--- src/rtl/ext_irq_pkg.sv ---
package ext_irq_pkg;

   typedef enum logic [1:0] {
      SENSE_LOW  = 2'b00,
      SENSE_ANY  = 2'b01,
      SENSE_FALL = 2'b10,
      SENSE_RISE = 2'b11
   } sense_e;

   localparam int SENSE_W = 2;

   localparam logic SEL_MASK = 1'b0;
   localparam logic SEL_FLAG = 1'b1;

endpackage

--- src/rtl/ext_irq_sync.sv ---
module ext_irq_sync #(
   parameter int NUM_LINES   = 8,
   parameter int SYNC_STAGES = 2
) (
   input  logic                 clk,
   input  logic                 rst_n,
   input  logic [NUM_LINES-1:0] pin_i,
   output logic [NUM_LINES-1:0] sync_o,
   output logic [NUM_LINES-1:0] prev_o,
   output logic                 primed_o
);

   localparam int PRIME_CNT = SYNC_STAGES + 1;
   localparam int CNT_W     = $clog2(PRIME_CNT + 1);

   logic [NUM_LINES-1:0] stage_q [SYNC_STAGES];
   logic [NUM_LINES-1:0] prev_q;
   logic [CNT_W-1:0]     prime_q;

   always_ff @(posedge clk or negedge rst_n) begin
      if (!rst_n) begin
         stage_q[0] <= '0;
      end else begin
         stage_q[0] <= pin_i;
      end
   end

   for (genvar s = 1; s < SYNC_STAGES; s++) begin : g_stage
      always_ff @(posedge clk or negedge rst_n) begin
         if (!rst_n) begin
            stage_q[s] <= '0;
         end else begin
            stage_q[s] <= stage_q[s-1];
         end
      end
   end

   always_ff @(posedge clk or negedge rst_n) begin
      if (!rst_n) begin
         prev_q  <= '0;
         prime_q <= '0;
      end else begin
         prev_q <= stage_q[SYNC_STAGES-1];
         if (prime_q != CNT_W'(PRIME_CNT)) begin
            prime_q <= prime_q + CNT_W'(1);
         end
      end
   end

   assign sync_o   = stage_q[SYNC_STAGES-1];
   assign prev_o   = prev_q;
   assign primed_o = (prime_q == CNT_W'(PRIME_CNT));

endmodule

--- src/rtl/ext_irq_detect.sv ---
module ext_irq_detect
   import ext_irq_pkg::*;
#(
   parameter int NUM_LINES = 8
) (
   input  logic [NUM_LINES*SENSE_W-1:0] sense_cfg_i,
   input  logic [NUM_LINES-1:0]         sync_i,
   input  logic [NUM_LINES-1:0]         prev_i,
   input  logic                         primed_i,
   output logic [NUM_LINES-1:0]         edge_evt_o,
   output logic [NUM_LINES-1:0]         level_act_o,
   output logic [NUM_LINES-1:0]         is_level_o
);

   for (genvar i = 0; i < NUM_LINES; i++) begin : g_line
      sense_e mode;
      assign mode = sense_e'(sense_cfg_i[i*SENSE_W +: SENSE_W]);

      always_comb begin
         edge_evt_o[i]  = 1'b0;
         level_act_o[i] = 1'b0;
         is_level_o[i]  = 1'b0;
         unique case (mode)
            SENSE_LOW: begin
               is_level_o[i]  = 1'b1;
               level_act_o[i] = primed_i & ~sync_i[i];
            end
            SENSE_ANY:  edge_evt_o[i] = primed_i & (sync_i[i] ^ prev_i[i]);
            SENSE_FALL: edge_evt_o[i] = primed_i & prev_i[i] & ~sync_i[i];
            SENSE_RISE: edge_evt_o[i] = primed_i & ~prev_i[i] & sync_i[i];
            default: ;
         endcase
      end
   end

endmodule

--- src/rtl/ext_irq_regs.sv ---
module ext_irq_regs
   import ext_irq_pkg::*;
#(
   parameter int NUM_LINES = 8,
   parameter int IDX_W     = 3
) (
   input  logic                 clk,
   input  logic                 rst_n,
   input  logic                 reg_wr_i,
   input  logic                 reg_sel_i,
   input  logic [NUM_LINES-1:0] reg_wdata_i,
   input  logic                 ack_valid_i,
   input  logic [IDX_W-1:0]     ack_line_i,
   input  logic [NUM_LINES-1:0] edge_evt_i,
   input  logic [NUM_LINES-1:0] is_level_i,
   output logic [NUM_LINES-1:0] mask_o,
   output logic [NUM_LINES-1:0] flag_o,
   output logic [NUM_LINES-1:0] clr_o,
   output logic [NUM_LINES-1:0] rdata_o
);

   logic [NUM_LINES-1:0] mask_q;
   logic [NUM_LINES-1:0] flag_q;
   logic [NUM_LINES-1:0] flag_d;
   logic                 flag_wr;

   assign flag_wr = reg_wr_i & (reg_sel_i == SEL_FLAG);

   always_ff @(posedge clk or negedge rst_n) begin
      if (!rst_n) begin
         mask_q <= '0;
      end else if (reg_wr_i && reg_sel_i == SEL_MASK) begin
         mask_q <= reg_wdata_i;
      end
   end

   for (genvar i = 0; i < NUM_LINES; i++) begin : g_flag
      assign clr_o[i] = (flag_wr & reg_wdata_i[i])
                      | (ack_valid_i & (ack_line_i == IDX_W'(i)));

      always_comb begin
         if (is_level_i[i]) begin
            flag_d[i] = 1'b0;
         end else if (edge_evt_i[i]) begin
            flag_d[i] = 1'b1;
         end else if (clr_o[i]) begin
            flag_d[i] = 1'b0;
         end else begin
            flag_d[i] = flag_q[i];
         end
      end
   end

   always_ff @(posedge clk or negedge rst_n) begin
      if (!rst_n) begin
         flag_q <= '0;
      end else begin
         flag_q <= flag_d;
      end
   end

   assign mask_o  = mask_q;
   assign flag_o  = flag_q;
   assign rdata_o = (reg_sel_i == SEL_FLAG) ? flag_q : mask_q;

endmodule

--- src/rtl/ext_irq_prio.sv ---
module ext_irq_prio #(
   parameter int NUM_LINES = 8,
   parameter int IDX_W     = 3
) (
   input  logic [NUM_LINES-1:0] req_i,
   output logic                 valid_o,
   output logic [IDX_W-1:0]     idx_o
);

   always_comb begin
      idx_o = '0;
      for (int i = NUM_LINES - 1; i >= 0; i--) begin
         if (req_i[i]) begin
            idx_o = IDX_W'(i);
         end
      end
   end

   assign valid_o = |req_i;

endmodule

--- src/rtl/ext_irq_unit.sv ---
module ext_irq_unit
   import ext_irq_pkg::*;
#(
   parameter int NUM_LINES   = 8,
   parameter int SYNC_STAGES = 2,
   parameter int IDX_W       = (NUM_LINES > 1) ? $clog2(NUM_LINES) : 1
) (
   input  logic                         clk,
   input  logic                         rst_n,
   input  logic [NUM_LINES-1:0]         pin_i,
   input  logic [NUM_LINES*SENSE_W-1:0] sense_cfg_i,
   input  logic                         gie_i,
   input  logic                         reg_wr_i,
   input  logic                         reg_sel_i,
   input  logic [NUM_LINES-1:0]         reg_wdata_i,
   output logic [NUM_LINES-1:0]         reg_rdata_o,
   input  logic                         ack_valid_i,
   input  logic [IDX_W-1:0]             ack_line_i,
   output logic                         irq_valid_o,
   output logic [IDX_W-1:0]             irq_line_o
);

   if (NUM_LINES < 1) begin : g_bad_lines
      $error("ext_irq_unit: NUM_LINES must be at least 1");
   end
   if (SYNC_STAGES < 2) begin : g_bad_sync
      $error("ext_irq_unit: SYNC_STAGES must be at least 2");
   end
   if ((1 << IDX_W) < NUM_LINES) begin : g_bad_idx
      $error("ext_irq_unit: IDX_W too narrow for NUM_LINES");
   end

   logic [NUM_LINES-1:0] sync_v;
   logic [NUM_LINES-1:0] prev_v;
   logic                 primed;
   logic [NUM_LINES-1:0] edge_evt;
   logic [NUM_LINES-1:0] level_act;
   logic [NUM_LINES-1:0] is_level;
   logic [NUM_LINES-1:0] mask_q;
   logic [NUM_LINES-1:0] flag_q;
   logic [NUM_LINES-1:0] clr_vec;
   logic [NUM_LINES-1:0] req_vec;

   ext_irq_sync #(
      .NUM_LINES   (NUM_LINES),
      .SYNC_STAGES (SYNC_STAGES)
   ) u_sync (
      .clk      (clk),
      .rst_n    (rst_n),
      .pin_i    (pin_i),
      .sync_o   (sync_v),
      .prev_o   (prev_v),
      .primed_o (primed)
   );

   ext_irq_detect #(
      .NUM_LINES (NUM_LINES)
   ) u_detect (
      .sense_cfg_i (sense_cfg_i),
      .sync_i      (sync_v),
      .prev_i      (prev_v),
      .primed_i    (primed),
      .edge_evt_o  (edge_evt),
      .level_act_o (level_act),
      .is_level_o  (is_level)
   );

   ext_irq_regs #(
      .NUM_LINES (NUM_LINES),
      .IDX_W     (IDX_W)
   ) u_regs (
      .clk         (clk),
      .rst_n       (rst_n),
      .reg_wr_i    (reg_wr_i),
      .reg_sel_i   (reg_sel_i),
      .reg_wdata_i (reg_wdata_i),
      .ack_valid_i (ack_valid_i),
      .ack_line_i  (ack_line_i),
      .edge_evt_i  (edge_evt),
      .is_level_i  (is_level),
      .mask_o      (mask_q),
      .flag_o      (flag_q),
      .clr_o       (clr_vec),
      .rdata_o     (reg_rdata_o)
   );

   assign req_vec = gie_i ? ((flag_q | level_act) & mask_q) : '0;

   ext_irq_prio #(
      .NUM_LINES (NUM_LINES),
      .IDX_W     (IDX_W)
   ) u_prio (
      .req_i   (req_vec),
      .valid_o (irq_valid_o),
      .idx_o   (irq_line_o)
   );

endmodule

--- config.mk ---
export PLATFORM = sky130hd
export DESIGN_NAME = ext_irq_unit
export DESIGN_NICKNAME = d
export VERILOG_FILES = /design/src/rtl/ext_irq_pkg.sv /design/src/rtl/ext_irq_sync.sv /design/src/rtl/ext_irq_detect.sv /design/src/rtl/ext_irq_regs.sv /design/src/rtl/ext_irq_prio.sv /design/src/rtl/ext_irq_unit.sv
export SDC_FILE = /design/constraint.sdc
export NUM_CORES = 1
export LEC_CHECK = 0
export BUFFER_PORTS_ARGS = -buffer_cell sky130_fd_sc_hd__buf_2
export CAP_MARGIN = 10
export CORE_MARGIN = 3
export CORE_UTILIZATION = 52
export DETAILED_ROUTE_END_ITERATION = 7
export GPL_TIMING_DRIVEN = 1
export MAX_ROUTING_LAYER = met4
export PLACE_DENSITY = 0.79
export SYNTH_ARGS = -nofsm -noshare
export SYNTH_HDL_FRONTEND = slang
export SYNTH_SLANG_ARGS = --single-unit
--- constraint.sdc ---
create_clock -name clk -period 1.9 [get_ports clk]
set_clock_uncertainty 0.2 [all_clocks]
set_input_delay 0.095 -clock clk [delete_from_list [all_inputs] [get_ports clk]]
set_output_delay 0.095 -clock clk [all_outputs]
set_load 0.05 [all_outputs]
# Word-level counts from Yosys, hierarchy flattened
# Index checks and enable logic that the tools add are counted.
[totals]
regBits = 42
output_inout_bits = 12
[classes]
addsub = 1
n_eq_ne = 33
mux = 58
bitwise = 100
n_reduce_logical = 19
[ops]
columns = ["operator", "count"]
rows = [
  ["$and A1 B1 Y1", 65],
  ["$mux W1", 40],
  ["$eq A2 B2 Y1 const B", 17],
  ["$mux W3", 8],
  ["$pmux W1 S3", 8],
  ["$reduce_bool A3 Y1", 8],
  ["$not A1 Y1", 17],
  ["$eq A2 B1 Y1 const B", 8],
  ["$logic_not A2 Y1", 8],
  ["$mux W8", 2],
  ["$eq A3 B3 Y1 const B", 4],
  ["$and A8 B8 Y8", 1],
  ["$or A1 B1 Y1", 8],
  ["$or A8 B8 Y8", 1],
  ["$reduce_or A8 Y1", 1],
  ["$xor A1 B1 Y1", 8],
  ["$eq A3 B2 Y1 const B", 2],
  ["$eq A3 B1 Y1 const B", 1],
  ["$logic_not A3 Y1", 1],
  ["$add A2 B1 Y2 const B", 1],
  ["$ne A2 B2 Y1 const B", 1],
  ["$logic_and A1 B1 Y1", 1],
]

# Depth between registers and ports, before layout
# Gate-level depths: netlist of run 1.
[depth]
depth_word = 14
mapped_depth = 7

# Hierarchy
# From an unflattened synthesis of run 1, not the netlist that was laid out.
[hier_totals]
hier_cells = 198
hier_area_um2 = 2274.7
[by_module_without_submodules]
columns = ["mod", "n_inst", "cells_per_inst", "area_each_um2", "seq_area_each_um2"]
rows = [
  ["ext_irq_regs", 1, 83, 973.4, 400.4],
  ["ext_irq_sync", 1, 38, 759.5, 650.6],
  ["ext_irq_detect", 1, 55, 369.1, 0.0],
  ["ext_irq_unit", 1, 9, 91.3, 0.0],
  ["ext_irq_prio", 1, 13, 81.3, 0.0],
]

# Least setup slack after synthesis of run 1
# OpenSTA, ideal clock, no wires.
[synth_path]
path_kind = "register to output"
start = "reg u_sync.prime_q[0]"
end = "out irq_line_o[1]"
t_arrival_ns = 2.292
slack_ns = -0.687
path_stages_with_launch = 6
path_buffers = 0
cell_sequence = "dfrtp_1 -> ha_1 -> nor4b_1 -> o21ai_0 -> a31oi_1 -> nor3b_1"
[synth_between]
elab_chain_cells = 14
elab_cells_between_ends = 28
[synth_rtl]
columns = ["element", "line", "text"]
rows = [
  ["start, declared", "ext_irq_sync.sv:18", "logic [CNT_W-1:0] prime_q;"],
  ["start signal, assigned", "ext_irq_sync.sv:45", "prime_q <= prime_q + CNT_W'(1);"],
  ["$eq A2 B2 Y1 *", "ext_irq_sync.sv:52", "assign primed_o = (prime_q == CNT_W'(PRIME_CNT));"],
  ["$and A1 B1 Y1", "ext_irq_detect.sv:26", "level_act_o[i] = primed_i & ~sync_i[i];"],
  ["$mux W1", "ext_irq_detect.sv:23", "unique case (mode)"],
  ["$or A8 B8 Y8 *", "ext_irq_unit.sv:87", "assign req_vec = gie_i ? ((flag_q | level_act) & mask_q) : '0;"],
  ["$and A8 B8 Y8 *", "ext_irq_unit.sv:87", ""],
  ["$mux W8 *", "ext_irq_unit.sv:87", ""],
  ["$mux W3 (7 in a row)", "ext_irq_prio.sv:13", "if (req_i[i]) begin"],
  ["$mux W3 *", "ext_irq_prio.sv:13", ""],
  ["end, declared", "ext_irq_unit.sv:20", "output logic [IDX_W-1:0] irq_line_o"],
]
# Mark *: on every way between the ends. The rest lies on a longest branch, timed or not.

# Final worst setup path of run 1
[layout_path]
start = "reg u_sync.prime_q[0]"
end = "out irq_valid_o"
[layout_between]
elab_chain_cells = 7
elab_cells_between_ends = 21
[layout_rtl]
columns = ["element", "line", "text"]
rows = [
  ["$eq A2 B2 Y1 *", "ext_irq_sync.sv:52", ""],
  ["$and A1 B1 Y1", "ext_irq_detect.sv:26", ""],
  ["$mux W1", "ext_irq_detect.sv:23", ""],
  ["$or A8 B8 Y8 *", "ext_irq_unit.sv:87", ""],
  ["$and A8 B8 Y8 *", "ext_irq_unit.sv:87", ""],
  ["$mux W8 *", "ext_irq_unit.sv:87", ""],
  ["$reduce_or A8 Y1 *", "ext_irq_prio.sv:19", "assign valid_o = |req_i;"],
  ["end, declared", "ext_irq_unit.sv:19", "output logic irq_valid_o,"],
]
# Marks and branches as above.

==> tab_implementation.tex, run 1 <==
\begin{tabular}{lr}
\hline
Metric & Value \\
\hline
\multicolumn{2}{l}{\textbf{Timing}} \\
\quad Final clock period utilization by the worst path & 1.17 \\
\quad Min cycle time layout & about 2.2 ns \\
\quad Worst Setup Slack, final & -0.327 ns \\
\quad Final hold slack & about 0.012 ns \\
\quad Achievable frequency & 449 MHz \\
\quad Final number of setup-violating endpoints & 4 \\
\quad Worst-margin pin slew & 0.502 ns \\
\quad Setup repair after global routing missed its margin & yes \\
\quad Headroom to the max-slew limit & 0.665 \\
\quad Hold Vio Cnt, Final & 0 \\
\quad Final Max Tran Viols & 0 \\
\multicolumn{2}{l}{\textbf{Critical path}} \\
\quad Worst reg2reg setup slack & 0.07 ns \\
\quad Launch point of the worst reg-to-reg path & u\_sync.prime\_q[0] \\
\quad Critical Path End Type & output port \\
\quad Arr. time, crit path & 1.93 ns \\
\quad First element of the critical path & u\_sync.prime\_q[0] \\
\quad WP data required & $\sim$1.6 ns \\
\quad Crit-path max FO & 8 \\
\quad Cell-by-cell trace of the critical path & ha\_4 > nor4b\_4 > o21ai\_1 > nand2\_1 > o21a\_1 > nand2b\_4 > buf\_8 \\
\quad Count of cells along the worst register-to-register path & 8 \\
\quad Delay of the slowest cell on the worst path & 0.42 ns \\
\quad Worst path slowest cell & sky130\_fd\_sc\_hd\_\_dfrtp\_1 \\
\quad Critical register-to-register path endpoint & u\_regs.flag\_o[1] \\
\quad Kind of start point of the critical path & flip-flop \\
\quad Path type of the worst setup path & reg2out \\
\multicolumn{2}{l}{\textbf{Power}} \\
\quad Pwr dens & about 760 nW/µm² \\
\quad Static leakage power & 1.37 nW \\
\quad Worst IR Drop VDD & 646 µV \\
\multicolumn{2}{l}{\textbf{Synthesis}} \\
\quad Combinational family with the most area after synthesis & simple AND/OR/NAND/NOR gates \\
\quad Synthesized area & 2070 µm² \\
\quad Post-synth ARST share & 1.00 \\
\quad Most numerous cell in the Yosys netlist & sky130\_fd\_sc\_hd\_\_dfrtp\_1 \\
\quad Area share of xor/xnor cells in the synthesized design & 0.00846 \\
\quad Synth Area in Compound Gates & 0.141 \\
\quad Most numerous cell types in the synthesized netlist & 42 x sky130\_fd\_sc\_hd\_\_dfrtp\_1, 20 x sky130\_fd\_sc\_hd\_\_nand2\_1, 18 x sky130\_fd\_sc\_hd\_\_o21ai\_0, 15 x sky130\_fd\_sc\_hd\_\_mux2\_2, 9 x sky130\_fd\_sc\_hd\_\_nor2b\_1 \\
\quad Number of enable-type register cells in the synthesized netlist & 0 \\
\quad Flop and latch count out of synthesis & 42 \\
\quad Leading post-synthesis cells by cell area & sky130\_fd\_sc\_hd\_\_dfrtp\_1 51\%, sky130\_fd\_sc\_hd\_\_mux2\_2 8.2\%, sky130\_fd\_sc\_hd\_\_o21ai\_0 4.4\% \\
\quad Instance count of the mapped netlist & 178 \\
\quad Syn nets & 220 \\
\quad Post-synthesis share of cell area spent on full adders, half adders and majority gates & 0.00604 \\
\quad Portion of netlist area occupied by mux cells & 0.0924 \\
\quad Cell type contributing the most total cell area after synthesis & sky130\_fd\_sc\_hd\_\_dfrtp\_1 \\
\quad Top cell type's share of synthesized area & 0.508 \\
\quad Simple logic cell fraction of the synthesized area & 0.218 \\
\quad Ys flop type & sky130\_fd\_sc\_hd\_\_dfrtp\_1 \\
\quad Yosys warnings & 0 \\
\quad Number of library cell types mapped by synthesis & 35 \\
\quad Share of synthesized area occupied by flip-flops and latches & 0.508 \\
\quad Per-instance average area after synthesis & between 10 and 15 µm² \\
\multicolumn{2}{l}{\textbf{Clock tree}} \\
\quad TritonCTS Buffers & 5 \\
\quad Max Root-Sink Buffers & 2 \\
\quad Clock Root Buffer & sky130\_fd\_sc\_hd\_\_clkbuf\_8 \\
\quad Number of clock sinks & 42 \\
\quad Source-to-sink clock delay at the later pin of the worst-skew pair & between 0.2 and 0.3 ns \\
\quad Clock transition at path regs & 0.08 ns \\
\quad Clock H-tree levels & 2 \\
\quad CTS tree & built \\
\multicolumn{2}{l}{\textbf{Global route}} \\
\quad Residual overflow from global routing & 0 \\
\quad Via count of the first global-routing pass & 1825 \\
\quad Antenna violations before repair & 0 \\
\quad Overall fraction of global-route tracks in use & 0.228 \\
\quad Wire length of the first global-routing pass & 8.45 mm \\
\quad Largest net degree at the start of global routing & 21 \\
\multicolumn{2}{l}{\textbf{Hold path}} \\
\quad Number of cells on the worst hold path & 4 \\
\quad Launch point of the worst hold path & sense\_cfg\_i[2] \\
\quad Hold EP & u\_regs.flag\_o[1] \\
\quad Type of the most critical hold path & in2reg \\
\multicolumn{2}{l}{\textbf{Floorplan}} \\
\quad Overall die width & 69.1 µm \\
\quad Row count & 22 \\
\quad Core Box Area & around 3700 µm² \\
\quad Effective utilization at floorplan & 0.553 \\
\quad Area of the die & 4780 µm² \\
\quad I/O Pins & 53 \\
\quad Die Y-Extent & 69.1 µm \\
\multicolumn{2}{l}{\textbf{Outcome}} \\
\quad Violated checks & setup timing \\
\quad Outcome & complete, but fails checks \\
\multicolumn{2}{l}{\textbf{Route}} \\
\quad Vias/cell & 5.51 \\
\quad DR vias & $\sim$1800 \\
\quad Drt pass-1 iters & 4 \\
\quad Remaining design rule violation count & 0 \\
\quad Initial drt markers & around 120 \\
\quad Number of nets with antenna violations after routing & 0 \\
\quad Average wire per cell in the routed design & 16.5 µm \\
\quad Total detailed-routing wirelength & roughly 5.4 mm \\
\multicolumn{2}{l}{\textbf{Placement}} \\
\quad Buffers on Ports & 52 \\
\quad Placed cell area & roughly 2400 µm² \\
\quad Global placer's final weighted congestion & 0.882 \\
\quad DP Wirelength & roughly 3.4 mm \\
\multicolumn{2}{l}{\textbf{Final layout}} \\
\quad Layout cell share with drive strength beyond 1 & 0.415 \\
\quad Final Net Count & 323 \\
\quad Number of inserted diodes & 0 \\
\quad Cell area after layout & 3040 µm² \\
\quad Area grow syn2layout & 46.7\% \\
\multicolumn{2}{l}{\textbf{Job}} \\
\quad MaxCap Viol Count & 0 \\
\hline
\end{tabular}
==> area by class of cell <==
type	instances	area, µm²
multi-input cells	128	1070
flip-flops and latches	42	1050
repair buffers	101	751
fillers	218	706
clock buffers	5	68.8
well taps	48	60.1
clock inverters	3	23.8
inverters	3	11.3
==> what timing repair did <==
item	CTS	global route
endpoints found under the setup margin	4	7
hold buffers	33	0
pin swaps	10	11
resized for setup	16	17
setup buffers	7	0
hold endpoints to repair	66	0
==> state kept, by name, indices dropped and copies added, names as in the netlist <==
register and count:
u_regs.flag_o 8, u_regs.mask_o 8, u_sync.prev_o 8, u_sync.prime_q 2, u_sync.stage_q 8, u_sync.sync_o 8
==> metrics by stage <==
stage / setup slack (ns) / power, mW / setup TNS (ns) / instances / util
3_3_place_gp: -0.300 / 1.60 / -1.11 / 282 / 0.650
4_1_cts: -0.359 / 2.28 / -1.32 / 330 / 0.791
3_5_place_dp: -0.375 / 1.61 / -1.37 / 282 / 0.650
6_report: -0.327 / 2.32 / -1.16 / 330 / 0.811
2_1_floorplan: -0.101 / 1.43 / -0.299 / 178 / -
5_1_grt: -0.424 / 2.42 / -1.61 / 330 / 0.811
==> worst max-delay path, delay by kind of cell (launching register included) <==
family | cells | cell delay (ns)
adder cells (fa/ha/maj) | 1 | 0.22
flip-flops | 1 | 0.42
AO/OA/AOI/OAI | 2 | 0.44
buffers and inverters | 1 | 0.15
AND/OR/NAND/NOR | 3 | 0.41
==> report_power, final <==
part	switching (mW)	internal, mW
Sequential	0.0707	0.970
Combinational	0.390	0.295
Clock	0.329	0.263
Total	0.789	1.53
==> routing by layer <==
metal  routed length (µm)  vias to the layer above  track usage  share of wire
li1                     -                      855            -              -
met3                  204                        8       0.0379          0.038
met5                    0                        -            -              0
met1                 2370                      895        0.286           0.44
met2                 2780                       60        0.373           0.51
met4                   79                        0       0.0824          0.015
==> worst max path at each step <==
stage | to | slack [ns] | depth (start not counted)
after CTS | irq_valid_o | -0.36 | 8
final | irq_valid_o | -0.33 | 7
after floorplan | irq_line_o[2] | -0.10 | 7
after global placement | irq_line_o[1] | -0.30 | 7
after global routing | irq_valid_o | -0.42 | 7
after detailed placement | irq_line_o[1] | -0.37 | 7
==> layout by cell type (no fill, tap or decap), types with 3 or more instances in the layout <==
cell,n
sky130_fd_sc_hd__a21oi_1,3
sky130_fd_sc_hd__o21ai_0,14
sky130_fd_sc_hd__dlygate4sd3_1,33
sky130_fd_sc_hd__nor2b_1,9
sky130_fd_sc_hd__o21ai_2,8
sky130_fd_sc_hd__nor4b_4,5
sky130_fd_sc_hd__clkbuf_8,5
sky130_fd_sc_hd__buf_4,13
sky130_fd_sc_hd__buf_6,6
sky130_fd_sc_hd__nor3b_1,7
sky130_fd_sc_hd__inv_1,3
sky130_fd_sc_hd__mux2_2,15
sky130_fd_sc_hd__o21ai_1,5
sky130_fd_sc_hd__nor4b_2,3
sky130_fd_sc_hd__buf_2,48
sky130_fd_sc_hd__dfrtp_1,42
sky130_fd_sc_hd__o21a_1,7
sky130_fd_sc_hd__nand2_1,19
sky130_fd_sc_hd__nor4bb_1,5
==> logic make-up after synthesis <==
family	count (synthesis)
xor gates and xnor gates	2
DFF	42
AOI/OAI and AO/OA	46
muxes	17
adders and majority gates	1
buffers and inverters	8
and+or+nand+nor	62
No activity file was read; power rests on OpenSTA's default activity.
==> run 2, diff against run 1 <==
- GPL_ROUTABILITY_DRIVEN: default -> 0
- clock period: 1.9 -> 2.5 ns (I/O delays scaled with it)
==> tab_implementation.tex, run 2 (synthesis results as in run 1) <==
\begin{tabular}{lr}
\hline
Metric & Value \\
\hline
\multicolumn{2}{l}{\textbf{Power}} \\
\quad Static leakage power & 1.26 nW \\
\quad Proportion of total power due to net switching & 0.316 \\
\quad Net switching power figure & about 540 µW \\
\quad Overall power & 1.70 mW \\
\quad Relative contribution of combinational cells to total power & 0.280 \\
\quad Proportion of power drawn by flip-flops and latches & 0.462 \\
\quad Clk network pwr share & 0.258 \\
\quad Internal & 1.16 mW \\
\quad Worst IR Drop VDD & around 380 µV \\
\quad Pwr dens & 607 nW/µm² \\
\multicolumn{2}{l}{\textbf{Route}} \\
\quad Vias/cell & 5.34 \\
\quad Initial drt markers & between 70 and 80 \\
\quad Average wire per cell in the routed design & between 15 and 20 µm \\
\quad Number of nets with antenna violations after routing & 0 \\
\quad DR vias & 1689 \\
\quad Total detailed-routing wirelength & between 4 and 5 mm \\
\quad Remaining design rule violation count & 0 \\
\quad Drt pass-1 iters & 4 \\
\multicolumn{2}{l}{\textbf{Critical path}} \\
\quad Crit-path max FO & 10 \\
\quad Kind of start point of the critical path & flip-flop \\
\quad Arr. time, crit path & about 2 ns \\
\quad Critical Path End Type & output port \\
\quad WP data required & between 2 and 2.5 ns \\
\quad Path type of the worst setup path & reg2out \\
\multicolumn{2}{l}{\textbf{Floorplan}} \\
\quad I/O Pins & 53 \\
\quad Effective utilization at floorplan & 0.553 \\
\quad Area of the die & about 4800 µm² \\
\quad Die Y-Extent & just under 70 µm \\
\quad Row count & 22 \\
\quad Overall die width & 69.1 µm \\
\quad Core Box Area & $\sim$3700 µm² \\
\multicolumn{2}{l}{\textbf{Job}} \\
\quad MaxCap Viol Count & 0 \\
\multicolumn{2}{l}{\textbf{Final layout}} \\
\quad Area grow syn2layout & 35.0\% \\
\quad Final std cells w/o fill & approximately 320 \\
\quad Final Net Count & 309 \\
\quad Layout cell share with drive strength beyond 1 & 0.343 \\
\quad Most common cell after layout, fill and taps aside & sky130\_fd\_sc\_hd\_\_buf\_2 \\
\quad Cell area after layout & 2800 µm² \\
\quad Commonest non-fill, non-tap cells in the layout & 49 x sky130\_fd\_sc\_hd\_\_buf\_2, 42 x sky130\_fd\_sc\_hd\_\_dfrtp\_1, 31 x sky130\_fd\_sc\_hd\_\_dlygate4sd3\_1 \\
\quad Fill cell count & 282 \\
\quad Number of inserted diodes & 0 \\
\multicolumn{2}{l}{\textbf{Clock tree}} \\
\quad Clock transition at path regs & 0.08 ns \\
\quad TritonCTS Buffers & 5 \\
\quad CTS tree & built \\
\quad Source-to-sink clock delay at the later pin of the worst-skew pair & 0.28 ns \\
\quad Number of clock sinks & 42 \\
\quad Max Root-Sink Buffers & 2 \\
\quad Clock H-tree levels & 2 \\
\quad Clock Root Buffer & sky130\_fd\_sc\_hd\_\_clkbuf\_8 \\
\multicolumn{2}{l}{\textbf{Timing}} \\
\quad Final clock period utilization by the worst path & 0.952 \\
\quad Final hold slack & between 0.06 and 0.07 ns \\
\quad Final-layout setup total negative slack & 0 ns \\
\quad Min cycle time layout & 2.38 ns \\
\quad Hold Vio Cnt, Final & 0 \\
\quad Achievable frequency & $\sim$420 MHz \\
\quad Setup repair after global routing missed its margin & no \\
\quad Worst-margin pin slew & 0.903 ns \\
\quad Final Max Tran Viols & 0 \\
\quad Headroom to the max-slew limit & 0.398 \\
\quad Final number of setup-violating endpoints & 0 \\
\multicolumn{2}{l}{\textbf{Global route}} \\
\quad Via count of the first global-routing pass & 1718 \\
\quad Overall fraction of global-route tracks in use & 0.216 \\
\quad Antenna violations before repair & 0 \\
\quad Wire length of the first global-routing pass & 7.98 mm \\
\quad Largest net degree at the start of global routing & 43 \\
\quad Residual overflow from global routing & 0 \\
\multicolumn{2}{l}{\textbf{Placement}} \\
\quad Number of cells in the design after placement & 276 \\
\quad Placed cell area & 2370 µm² \\
\quad DP Wirelength & approximately 3.3 mm \\
\quad Buffers on Ports & 52 \\
\multicolumn{2}{l}{\textbf{Outcome}} \\
\quad Outcome & finished, final reports clean \\
\multicolumn{2}{l}{\textbf{Hold path}} \\
\quad Type of the most critical hold path & in2reg \\
\hline
\end{tabular}
## run 2: through the flow
| step | util | setup slack, ns |
|---|---|---|
| CTS | 0.742 | 0.0533 |
| detailed placement | 0.634 | 0.315 |
| finish | 0.747 | 0.121 |
| global placement | 0.634 | 0.409 |
| global route | 0.747 | 0.00698 |
| floorplan | - | 0.214 |
## run 2: path summary, 6_finish.rpt
path | slack, ns | end | start | cells after the start
min reg2reg | 0.15 | u_sync.sync_o[6] | u_sync.stage_q[14] | 0
min in group asynchronous | 0.31 | u_regs.mask_o[4] | rst_n | 2
min | 0.06 | u_regs.flag_o[3] | ack_line_i[1] | 3
max reg2reg | 0.41 | u_regs.flag_o[0] | u_sync.prime_q[0] | 6
max in group asynchronous | 1.22 | u_regs.mask_o[2] | rst_n | 2
max | 0.12 | irq_valid_o | u_sync.prime_q[0] | 8
## run 2: critical path, stage by stage (launching register included)
cell                       delay [ns]
sky130_fd_sc_hd__dfrtp_1         0.39
sky130_fd_sc_hd__ha_2            0.20
sky130_fd_sc_hd__buf_4           0.17
sky130_fd_sc_hd__nor4b_2         0.16
sky130_fd_sc_hd__o21ai_1         0.20
sky130_fd_sc_hd__nand2_1         0.11
sky130_fd_sc_hd__o21a_1          0.21
sky130_fd_sc_hd__nand2b_1        0.13
sky130_fd_sc_hd__buf_2           0.21
## run 2: layout make-up
| type | instances | area (µm²) | share of cell area |
|---|---|---|---|
| inverter | 3 | 11.3 | 0.00403 |
| clock inverter | 1 | 5.00 | 0.00179 |
| sequential | 42 | 1050 | 0.376 |
| multi-input combinational | 128 | 975 | 0.349 |
| timing repair buffer | 87 | 608 | 0.217 |
| tap | 48 | 60.1 | 0.0215 |
| clock buffer | 7 | 86.3 | 0.0309 |
## run 2: timing repair
item                                    4_1_cts  5_1_grt
endpoints found under the hold margin        66        0
hold buffers                                 31        0
setup buffers                                 0        1
pin swaps                                     0        2
endpoints found under the setup margin        1        4
resized for setup                             1        7
## run 2: per-layer routing
layer  track usage  up-vias  wire length [µm]
met5             -        -                 0
met3        0.0496        2               225
met4        0.0586        0                18
met1         0.278      807              2200
met2         0.343       52              2340
li1              -      828                 -
## run 2: power by group through the flow
| stage | sequential, mW | combinational, mW | clock, mW |
|---|---|---|---|
| 2_1_floorplan | 0.782 | 0.296 | 0 |
| 3_3_place_gp | 0.794 | 0.406 | 0 |
| 3_5_place_dp | 0.796 | 0.412 | 0 |
| 4_1_cts | 0.783 | 0.467 | 0.450 |
| 5_1_grt | 0.792 | 0.514 | 0.491 |
| 6_report | 0.785 | 0.475 | 0.437 |
